$ cat src/rtl/pda_fir_pkg.sv
package pda_fir_pkg;

    typedef enum logic [1:0] {
        COEF_PLAIN      = 2'd0,
        COEF_MIRROR     = 2'd1,
        COEF_ANTIMIRROR = 2'd2
    } coef_mode_e;

    // number of DA inputs after optional pair folding
    function automatic int da_inputs(input coef_mode_e mode, input int taps);
        return (mode == COEF_PLAIN) ? taps : (taps + 1) / 2;
    endfunction

    // width of one DA input (folding adds one bit)
    function automatic int da_width(input coef_mode_e mode, input int dw);
        return (mode == COEF_PLAIN) ? dw : dw + 1;
    endfunction

endpackage

$ cat src/rtl/pda_tapline.sv
module pda_tapline #(
    parameter int DW   = 8,
    parameter int TAPS = 8
) (
    input  logic                 clk,
    input  logic                 rst_n,
    input  logic                 shift_en,
    input  logic signed [DW-1:0] din,
    output logic signed [DW-1:0] taps [TAPS],
    output logic signed [DW-1:0] casc_dout
);

    always_ff @(posedge clk or negedge rst_n) begin
        if (!rst_n) begin
            for (int i = 0; i < TAPS; i++) taps[i] <= '0;
        end else if (shift_en) begin
            taps[0] <= din;
            for (int i = 1; i < TAPS; i++) taps[i] <= taps[i-1];
        end
    end

    assign casc_dout = taps[TAPS-1];


    hold_chk: assert property (@(posedge clk) disable iff (!rst_n)
        !shift_en |=> $stable(casc_dout));


    shift_chk: assert property (@(posedge clk) disable iff (!rst_n)
        shift_en |=> (casc_dout == $past(taps[TAPS-2])));

endmodule

$ cat src/rtl/pda_preadd.sv
module pda_preadd
    import pda_fir_pkg::*;
#(
    parameter int         DW   = 8,
    parameter int         TAPS = 8,
    parameter coef_mode_e MODE = COEF_PLAIN,
    parameter int         K    = 8,
    parameter int         UW   = 8
) (
    input  logic                 clk,
    input  logic                 rst_n,
    input  logic signed [DW-1:0] taps [TAPS],
    output logic signed [UW-1:0] u_q  [K]
);

    logic signed [UW-1:0] u_d [K];

    for (genvar i = 0; i < K; i++) begin : g_fold
        if (MODE == COEF_PLAIN) begin : g_plain
            assign u_d[i] = UW'(taps[i]);
        end else if (2 * i + 1 == TAPS) begin : g_mid
            assign u_d[i] = UW'(taps[i]);
        end else if (MODE == COEF_MIRROR) begin : g_sum
            assign u_d[i] = UW'(taps[i]) + UW'(taps[TAPS-1-i]);
        end else begin : g_diff
            assign u_d[i] = UW'(taps[i]) - UW'(taps[TAPS-1-i]);
        end
    end

    always_ff @(posedge clk or negedge rst_n) begin
        if (!rst_n) begin
            for (int i = 0; i < K; i++) u_q[i] <= '0;
        end else begin
            for (int i = 0; i < K; i++) u_q[i] <= u_d[i];
        end
    end

endmodule

$ cat src/rtl/pda_plane.sv
module pda_plane #(
    parameter int K  = 8,
    parameter int PW = 12,
    parameter int COEFS [20] = '{default: 0}
) (
    input  logic [K-1:0]         bits,
    output logic signed [PW-1:0] psum
);

    localparam int NG  = (K + 3) / 4;
    localparam int BPW = NG * 4;

    function automatic bit grp_used(input int g);
        for (int j = 0; j < 4; j++)
            if ((4 * g + j) < K && COEFS[4 * g + j] != 0) return 1'b1;
        return 1'b0;
    endfunction

    // contents of one 16-entry partial-sum table, addressed by four bits
    function automatic logic signed [PW-1:0] lut_entry(input logic [3:0] a, input int g);
        logic signed [PW-1:0] s;
        s = '0;
        for (int j = 0; j < 4; j++)
            if ((4 * g + j) < K && a[j]) s = s + PW'(COEFS[4 * g + j]);
        return s;
    endfunction

    logic [BPW-1:0]       bp;
    logic signed [PW-1:0] gs [NG];

    assign bp = BPW'(bits);

    for (genvar g = 0; g < NG; g++) begin : g_grp
        if (grp_used(g)) begin : g_lut
            assign gs[g] = lut_entry(bp[4*g +: 4], g);
        end else begin : g_trim
            assign gs[g] = '0;
        end
    end

    always_comb begin
        psum = '0;
        for (int g = 0; g < NG; g++) psum = psum + gs[g];
    end

endmodule

$ cat src/rtl/pda_addtree.sv
module pda_addtree #(
    parameter int FW = 22,
    parameter int NL = 8
) (
    input  logic                 clk,
    input  logic                 rst_n,
    input  logic signed [FW-1:0] leaves [NL],
    output logic signed [FW-1:0] root
);

    localparam int LV = $clog2(NL);
    localparam int NP = 1 << LV;

    for (genvar l = 0; l <= LV; l++) begin : g_lv
        localparam int NN = NP >> l;
        logic signed [FW-1:0] nd [NN];
        logic signed [FW-1:0] tot;

        always_comb begin
            tot = '0;
            for (int j = 0; j < NN; j++) tot = tot + nd[j];
        end

        if (l == 0) begin : g_leaf
            for (genvar j = 0; j < NN; j++) begin : g_pad
                if (j < NL) begin : g_in
                    assign nd[j] = leaves[j];
                end else begin : g_zero
                    assign nd[j] = '0;
                end
            end
        end else begin : g_add
            always_ff @(posedge clk or negedge rst_n) begin
                if (!rst_n) begin
                    for (int j = 0; j < NN; j++) nd[j] <= '0;
                end else begin
                    for (int j = 0; j < NN; j++)
                        nd[j] <= g_lv[l-1].nd[2*j] + g_lv[l-1].nd[2*j+1];
                end
            end


            sum_keep_chk: assert property (@(posedge clk) disable iff (!rst_n)
                tot == $past(g_lv[l-1].tot));
        end
    end

    assign root = g_lv[LV].nd[0];

endmodule

$ cat src/rtl/pda_fir.sv
module pda_fir
    import pda_fir_pkg::*;
#(
    parameter int         DW    = 8,
    parameter int         CW    = 8,
    parameter int         TAPS  = 8,
    parameter int         OW    = 16,
    parameter int         DROP  = 4,
    parameter bit         ROUND = 1'b1,
    parameter coef_mode_e MODE  = COEF_PLAIN,
    parameter int         COEFS [20] = '{0: 3, 1: -5, 2: 17, 3: 40, 4: 40, 5: 17, 6: -5, 7: 3, default: 0},
    localparam int K       = da_inputs(MODE, TAPS),
    localparam int UW      = da_width(MODE, DW),
    localparam int PW      = CW + $clog2(K) + 1,
    localparam int FW      = CW + UW + $clog2(K) + 3,
    localparam int LATENCY = 4 + $clog2(UW)
) (
    input  logic                 clk,
    input  logic                 rst_n,
    input  logic                 din_vld,
    input  logic signed [DW-1:0] din,
    input  logic signed [FW-1:0] casc_psum_in,
    output logic signed [OW-1:0] dout,
    output logic                 dout_vld,
    output logic signed [DW-1:0] casc_dout,
    output logic signed [FW-1:0] casc_psum_out
);

    localparam int     FW1    = FW + 1;
    localparam longint OMAX   = (longint'(1) <<< (OW - 1)) - 1;
    localparam longint OMIN   = -OMAX - 1;
    localparam longint BIAS   = (ROUND && DROP > 0) ? (longint'(1) <<< (DROP - 1)) : 0;
    localparam longint HI_THR = (OMAX <<< DROP) - BIAS;
    localparam longint LO_THR = ((OMIN + 1) <<< DROP) - BIAS;

    logic signed [DW-1:0] taps  [TAPS];
    logic signed [UW-1:0] u_q   [K];
    logic [K-1:0]         pbits [UW];
    logic signed [PW-1:0] ps    [UW];
    logic signed [FW-1:0] p_q   [UW];
    logic signed [FW-1:0] root;
    logic signed [FW-1:0] acc_d, acc_q;
    logic signed [FW:0]   biased, shifted;
    logic [LATENCY:0]     vld_sr;

    pda_tapline #(.DW(DW), .TAPS(TAPS)) u_tapline (
        .clk(clk), .rst_n(rst_n), .shift_en(din_vld), .din(din),
        .taps(taps), .casc_dout(casc_dout)
    );

    pda_preadd #(.DW(DW), .TAPS(TAPS), .MODE(MODE), .K(K), .UW(UW)) u_preadd (
        .clk(clk), .rst_n(rst_n), .taps(taps), .u_q(u_q)
    );

    for (genvar k = 0; k < UW; k++) begin : g_plane
        localparam bit NEGW = (k == UW - 1);
        logic signed [FW-1:0] ext;

        for (genvar i = 0; i < K; i++) begin : g_bit
            assign pbits[k][i] = u_q[i][k];
        end

        pda_plane #(.K(K), .PW(PW), .COEFS(COEFS)) u_plane (
            .bits(pbits[k]), .psum(ps[k])
        );

        assign ext = FW'(ps[k]);

        always_ff @(posedge clk or negedge rst_n) begin
            if (!rst_n)    p_q[k] <= '0;
            else if (NEGW) p_q[k] <= -(ext <<< k);
            else           p_q[k] <= ext <<< k;
        end
    end

    pda_addtree #(.FW(FW), .NL(UW)) u_tree (
        .clk(clk), .rst_n(rst_n), .leaves(p_q), .root(root)
    );

    assign acc_d         = root + casc_psum_in;
    assign casc_psum_out = acc_d;

    always_comb begin
        biased  = FW1'(acc_q) + FW1'(BIAS);
        shifted = biased >>> DROP;
    end

    always_ff @(posedge clk or negedge rst_n) begin
        if (!rst_n) begin
            acc_q  <= '0;
            dout   <= '0;
            vld_sr <= '0;
        end else begin
            acc_q  <= acc_d;
            vld_sr <= {vld_sr[LATENCY-1:0], din_vld};
            if (shifted > FW1'(OMAX))      dout <= OW'(OMAX);
            else if (shifted < FW1'(OMIN)) dout <= OW'(OMIN);
            else                           dout <= shifted[OW-1:0];
        end
    end

    assign dout_vld = vld_sr[LATENCY];


    sat_hi_chk: assert property (@(posedge clk) disable iff (!rst_n)
        (longint'(dout) == OMAX) |-> (longint'($past(acc_q)) >= HI_THR));


    sat_lo_chk: assert property (@(posedge clk) disable iff (!rst_n)
        (longint'(dout) == OMIN) |-> (longint'($past(acc_q)) < LO_THR));

endmodule

$ cat config.mk
export PLATFORM = sky130hd
export DESIGN_NAME = pda_fir
export DESIGN_NICKNAME = d
export VERILOG_FILES = /design/src/rtl/pda_fir_pkg.sv /design/src/rtl/pda_tapline.sv /design/src/rtl/pda_preadd.sv /design/src/rtl/pda_plane.sv /design/src/rtl/pda_addtree.sv /design/src/rtl/pda_fir.sv
export SDC_FILE = /design/constraint.sdc
export NUM_CORES = 1
export LEC_CHECK = 0
export ABC_CLOCK_PERIOD_IN_PS = 7100
export CORE_MARGIN = 2
export CORE_UTILIZATION = 30
export DETAILED_ROUTE_END_ITERATION = 6
export GPL_ROUTABILITY_DRIVEN = 0
export PLACE_DENSITY = 0.48
export SETUP_SLACK_MARGIN = 0.02
export SYNTH_ARGS = -nofsm -noshare
export SYNTH_HDL_FRONTEND = slang
export SYNTH_SLANG_ARGS = --single-unit
$ cat constraint.sdc
create_clock -name clk -period 7.1 [get_ports clk]
set_input_delay 0.71 -clock clk [delete_from_list [all_inputs] [get_ports clk]]
set_output_delay 0.71 -clock clk [all_outputs]
set_load 0.005 [all_outputs]
==> results of run 1 <==
cell families after synthesis:
| kind of cell | after synthesis | synth area share [%] |
|---|---|---|
| AO/OA/AOI/OAI | 472 | 13.0 |
| buffers and inverters | 225 | 3.75 |
| adder cells (fa/ha/maj) | 306 | 16.9 |
| flip-flops | 390 | 41.8 |
| multiplexers | 93 | 4.43 |
| AND/OR/NAND/NOR | 513 | 10.3 |
| XOR/XNOR | 261 | 9.79 |
sequential cells by signal, summed over array words and instances, names as in the netlist:
| signal | cells |
|---|---|
| u_preadd.u_q | 64 |
| u_tree.root | 22 |
| u_tree.g_lv.nd | 98 |
| dout | 16 |
| p_q | 99 |
| vld_sr | 8 |
| u_tapline.casc_dout | 8 |
| u_tapline.taps | 56 |
| acc_q | 19 |
cell type report:
cell class	count	share of cell area (%)
inverter	186	2.61
sequential	390	36.4
clock inverter	14	0.565
timing repair buffer	82	3.14
tap	1040	4.86
clock buffer	63	4.95
multi-input combinational	1645	47.4
power breakdown:
group          switching [mW]  internal [mW]
logic                    4.21           3.77
clock network           0.919           1.37
registers               0.594           3.30
total                    5.72           8.44
layer usage:
| metal | global-route usage, % | part of all wire, % |
|---|---|---|
| met1 | 14.6 | 48 |
| met2 | 18.7 | 46 |
| met4 | 3.14 | 2.0 |
| met5 | 0 | 0 |
| met3 | 2.09 | 3.5 |
cell usage after synthesis, types with 21 or more instances:
cell type | count | share of area [%]
nand2b_1 | 33 | 0.88
nor2_1 | 192 | 3.1
xor2_1 | 84 | 3.2
a21boi_0 | 21 | 0.68
o21ai_0 | 104 | 2.2
nand2_1 | 107 | 1.7
ha_1 | 290 | 16
nor3_1 | 33 | 0.71
nor2b_1 | 45 | 1.2
inv_1 | 186 | 3.0
a21o_1 | 54 | 1.7
clkbuf_1 | 31 | 0.50
a21oi_1 | 140 | 3.0
mux2_2 | 83 | 4.0
nand3_1 | 44 | 0.94
dfrtp_1 | 390 | 42
xnor2_1 | 177 | 6.6
how the worst max path moves through the flow:
stage / end
after floorplan: p_q[19]$_DFF_PN0_
after global placement: casc_psum_out[20]
after detailed placement: casc_psum_out[20]
after CTS: casc_psum_out[20]
after global routing: casc_psum_out[20]
final: casc_psum_out[20]
through the flow:
step | setup WS (ps) | total power [mW] | cell area (sq um)
final | 2130 | 14.2 | 26800
after global routing | 1820 | 15.6 | 26800
after CTS | 2050 | 14.4 | 26800
after detailed placement | 2060 | 12.0 | 25300
after global placement | 2010 | 11.9 | 25300
after floorplan | 2750 | 9.90 | 23300
worst max-delay path, stage by stage:
cell and delay (ps):
clkdlybuf4s50_1 400, ha_1 230, inv_1 80, fa_1 210, nor2b_1 60, o21ai_0 360
a21o_1 210, a31oi_1 180, o41ai_2 500, o21ai_0 260, o311ai_0 490, clkdlybuf4s50_1 600
==> key figures, run 1 <==
Status
  – Outcome: finished, final reports clean

Pwr
  – Lkg Pwr: ~12 nW
  – Power Dens Cells: about 530 nW/um^2
  – Worst vdd ir: 0.000183 V

Clocking
  – Clock latency on the worst-skew pair: 580 ps
  – Number of post-CTS setup repair buffers: 0
  – TritonCTS clock tree: done
  – H-tree level count: 2
  – Clock transition at path regs: approximately 50 ps
  – CTS Buffer Depth: 3
  – Clk sink count: between 300 and 400
  – Num CTS Buffers: 46
  – Post-cts resize count: 0
  – # hold bufs at CTS: 0
  – Clk root buf: clkbuf_16

Critical path
  – Reg2reg end: p_q[21]$_DFF_PN0_
  – Critical Path RT: 6390 ps
  – Worst reg2reg path depth: 14
  – Worst R2R Setup Slack: 2440 ps
  – Crit start category: primary input
  – Data arrival time of the worst path: approximately 4300 ps
  – FF-to-FF Start: u_preadd.u_q[15]$_DFF_PN0_
  – Worst Path Max Fanout: 4
  – Crit path launch: casc_psum_in[0]
  – CP Capture Type: output pin
  – Crit Path Category: primary input to output pin

Final layout
  – Commonest non-fill, non-tap cell in the layout: dfrtp_1
  – Multi-input combinational cell area: 12700 sq um
  – Fillers: between 7000 and 8000
  – Diode count: 0
  – Layout Cells excl Fill: roughly 3400
  – Register area: between 9000 and 10000 sq um
  – Nets: ~2700
  – Commonest non-fill, non-tap cells in the layout: dfrtp_1, ha_1, nor2_1
  – Area delta synth->final: 14.8%
  – Post-layout util: a little over a third
  – Fraction of layout cells with a size suffix above 1: under 10%

Detailed routing
  – Via Count: about 16000
  – First-pass detailed-route iteration total: 4
  – Total wire length: between 40000 and 50000 microns
  – Remaining design rule violation count: 0
  – DR iter-0 viols: approximately 670
  – WL per Instance: around 13 microns
  – Remaining antenna violation count: 0
  – Via/cell ratio: 4.56

Synth
  – Synth Cell Area: roughly 23000 sq um
  – Most common flop cell mapped by yosys: dfrtp_1
  – Post-synthesis register bit count: between 300 and 400
  – Number of enable flip-flop cells after synthesis: 0
  – Gate Count Post-Synth: 2260
  – Synth Area per Inst: 10.3 sq um
  – Post-synthesis sequential area ratio: between 40% and 50%
  – Ys Warns: 0
  – Count of cell types in the netlist: 64
  – Net Count, Synth: 2599
  – Async SR Flop Fraction: between 90% and 100%

Timing
  – Worst-margin pin slew: around 1100 ps
  – Final setup fails: 0
  – RSZ-0062 raised after global routing: no
  – Setup TNS: 0 ps
  – Post-route minimum period: between 4000 and 5000 ps
  – Peak Freq: about 200 MHz
  – Final period utilization: between 70% and 80%
  – Final Skew: 15.6 ps
  – Slew HR: 29.4%
  – Max-slew violation count: 0
  – Fin Hold WS: between 100 and 150 ps
  – Final Hold Fails: 0

Global routing
  – Global-route wire length before repair: around 76000 microns
  – Total Routing Usage GR: approximately 11%
  – Initial antenna violation count: 1
  – Gr ovfl total: 0
  – Pin count of the biggest net entering global routing: approximately 160
  – Vias in the first global route: around 16000

Die
  – Num rows: roughly 100
  – Total die area: around 80000 sq um
  – Core area: slightly below 80000 sq um
  – Die Ht: between 200 and 300 microns
  – Die width: between 200 and 300 microns
  – Ports: 80
  – Initial Util: a little under a third

Min path
  – Hold Path Class: primary input to asynchronous set/reset pin

Placed design
  – Port Buf Inserts: 79
  – Detailed placer's ending HPWL: approximately 34000 microns
  – Post-Place Cells: between 3000 and 4000

Job
  – Max-Cap Viols: 0
Power figures use the tool's default switching activity.
==> run 2, diff against run 1 <==
--- a/config.mk
+++ b/config.mk
@@ -5,7 +5,7 @@
 export SDC_FILE = /design/constraint.sdc
 export NUM_CORES = 1
 export LEC_CHECK = 0
-export ABC_CLOCK_PERIOD_IN_PS = 7100
+export ABC_CLOCK_PERIOD_IN_PS = 4800
 export CORE_MARGIN = 2
 export CORE_UTILIZATION = 30
 export DETAILED_ROUTE_END_ITERATION = 6
==> constraint.sdc (replaced) <==
create_clock -name clk -period 4.8 [get_ports clk]
set_input_delay 0.48 -clock clk [delete_from_list [all_inputs] [get_ports clk]]
set_output_delay 0.48 -clock clk [all_outputs]
set_load 0.005 [all_outputs]
==> run 2 against run 1 <==
  * Clock power is 63% higher
  * Final cell count is 0.50% higher
  * Via count hardly changed
  * Critical endpoint is now p_q[19]$_DFF_PN0_
  * Global-route usage is 0.071 points higher
  * Combinational power is 49% higher
  * Power is 51% higher
  * Worst hold slack better by 110 ps
  * Die area stayed put
==> key figures, run 2 (synthesis results as in run 1) <==
Clocking
  – H-tree level count: 2
  – Num CTS Buffers: 47
  – Clk sink count: slightly below 400
  – Post-cts resize count: 0
  – Clock latency on the worst-skew pair: between 500 and 600 ps
  – Clock transition at path regs: approximately 60 ps
  – Clk root buf: clkbuf_16
  – TritonCTS clock tree: done
  – CTS Buffer Depth: 3

Timing
  – Setup slack after layout: about 310 ps
  – Final Skew: 16.6 ps
  – Final period utilization: between 90% and 100%
  – Max-slew violation count: 0
  – Slew HR: about 30%
  – Final Hold Fails: 0
  – Final setup fails: 0
  – Setup TNS: 0 ps
  – Worst-margin pin slew: ~1000 ps
  – Post-route minimum period: 4490 ps
  – RSZ-0062 raised after global routing: no
  – Peak Freq: 223 MHz

Final layout
  – Commonest non-fill, non-tap cell in the layout: dfrtp_1
  – Fillers: ~7700
  – Final instance area: roughly 27000 sq um
  – Commonest non-fill, non-tap cells in the layout: dfrtp_1, ha_1, nor2_1
  – Fraction of layout cells with a size suffix above 1: 8.14%
  – Largest registers: p_q: 99 flops, u_tree.g_lv.nd: 98 flops, u_preadd.u_q: 64 flops
  – Nets: ~2700
  – Multi-input combinational cell area: roughly 13000 sq um
  – Largest Register: p_q
  – Register area: 9760 sq um
  – Area delta synth->final: 15.8%
  – Largest register FFs: 99

Min path
  – Hold Path Class: primary input to flop

Pwr
  – Lkg Pwr: between 10 and 15 nW
  – Power Dens Cells: around 790 nW/um^2
  – Worst vdd ir: around 0.00026 V
  – Total power: between 20 and 25 mW

Detailed routing
  – Remaining antenna violation count: 0
  – WL per Instance: between 10 and 15 microns
  – Via Count: roughly 16000
  – DR iter-0 viols: between 600 and 700
  – First-pass detailed-route iteration total: 7
  – Via/cell ratio: 4.54
  – Remaining design rule violation count: 0
  – Total wire length: roughly 44000 microns

Die
  – Die width: roughly 280 microns
  – Die Ht: 283 microns
  – Num rows: between 100 and 150
  – Initial Util: ~30%
  – Core area: approximately 77000 sq um
  – Total die area: 80000 sq um
  – Ports: 80

Critical path
  – CP Capture Type: flop
  – Critical Path RT: 5240 ps
  – Data arrival time of the worst path: ~5000 ps
  – Crit start category: flop
  – Worst Path Max Fanout: 11
  – Crit Path Category: flop to flop

Status
  – Outcome: finished, final reports clean

Placed design
  – Detailed placer's ending HPWL: 34000 microns
  – Port Buf Inserts: about 80
  – Pre-CTS WS: 314 ps
  – Placed inst area: about 25000 sq um

Global routing
  – Vias in the first global route: between 15000 and 20000
  – Gr ovfl total: 0
  – Initial antenna violation count: 0
  – Pin count of the biggest net entering global routing: approximately 130
  – Total Routing Usage GR: between 10% and 20%
  – Global-route wire length before repair: 76500 microns

Job
  – Max-Cap Viols: 0
## run 2: timing repair
item,CTS,global route
buffers inserted,0,0
hold buffers,1,0
hold endpoints to repair,90,0
## run 2: worst max-delay path, stage by stage (launching register included)
cell and delay (ps):
dfrtp_1 550, inv_1 160, ha_1 360, nand3_1 180, a2111oi_0 460, buf_4 200
mux2i_1 180, o21ai_0 110, ha_1 260, or4_1 470, o21ai_1 90, a31oi_1 80
xor2_1 190, or3_4 430, or3_4 350, o31a_1 290
## run 2: final timing paths
kind	slack, ps	cells after the start	endpoint	startpoint
min in group asynchronous	510	2	p_q[17]$_DFF_PN0_	rst_n
worst max register to register	310	15	p_q[19]$_DFF_PN0_	u_preadd.u_q[15]$_DFF_PN0_
worst max-delay path	310	15	p_q[19]$_DFF_PN0_	u_preadd.u_q[15]$_DFF_PN0_
worst min register to register	340	0	u_tree.root[3]$_DFF_PN0_	u_tree.g_lv[2].nd[25]$_DFF_PN0_
worst min-delay path	250	1	vld_sr[0]$_DFF_PN0_	din_vld
max in group asynchronous	3080	3	u_tapline.taps[58]$_DFFE_PN0P_	rst_n
## run 2: routing by layer
layer	track usage, %	wire, microns
met5	0	0
met1	14.7	21400
met2	18.8	20500
met4	2.90	925
met3	2.21	1550
## run 2: metrics by stage
step	cells	hold WS, ps	util, %
2_1_floorplan	2260	184	-
3_3_place_gp	3349	332	32.8
3_5_place_dp	3349	336	32.8
4_1_cts	3436	212	35.0
5_1_grt	3436	236	35.0
6_report	3437	246	35.0
## run 2: report_power, final
part / switching, mW / internal, mW
sequential: 0.874 / 4.88
clock: 1.40 / 2.34
combinational: 6.26 / 5.61
total: 8.54 / 12.8
## run 2: final cells by class
| type | count | area share [%] |
|---|---|---|
| tap | 1040 | 4.81 |
| multi-input combinational | 1645 | 47.0 |
| antenna | 1 | 0.00926 |
| clock buffer | 69 | 5.29 |
| clock inverter | 17 | 0.893 |
| sequential | 390 | 36.1 |
| inverter | 186 | 2.58 |
| timing repair buffer | 89 | 3.31 |
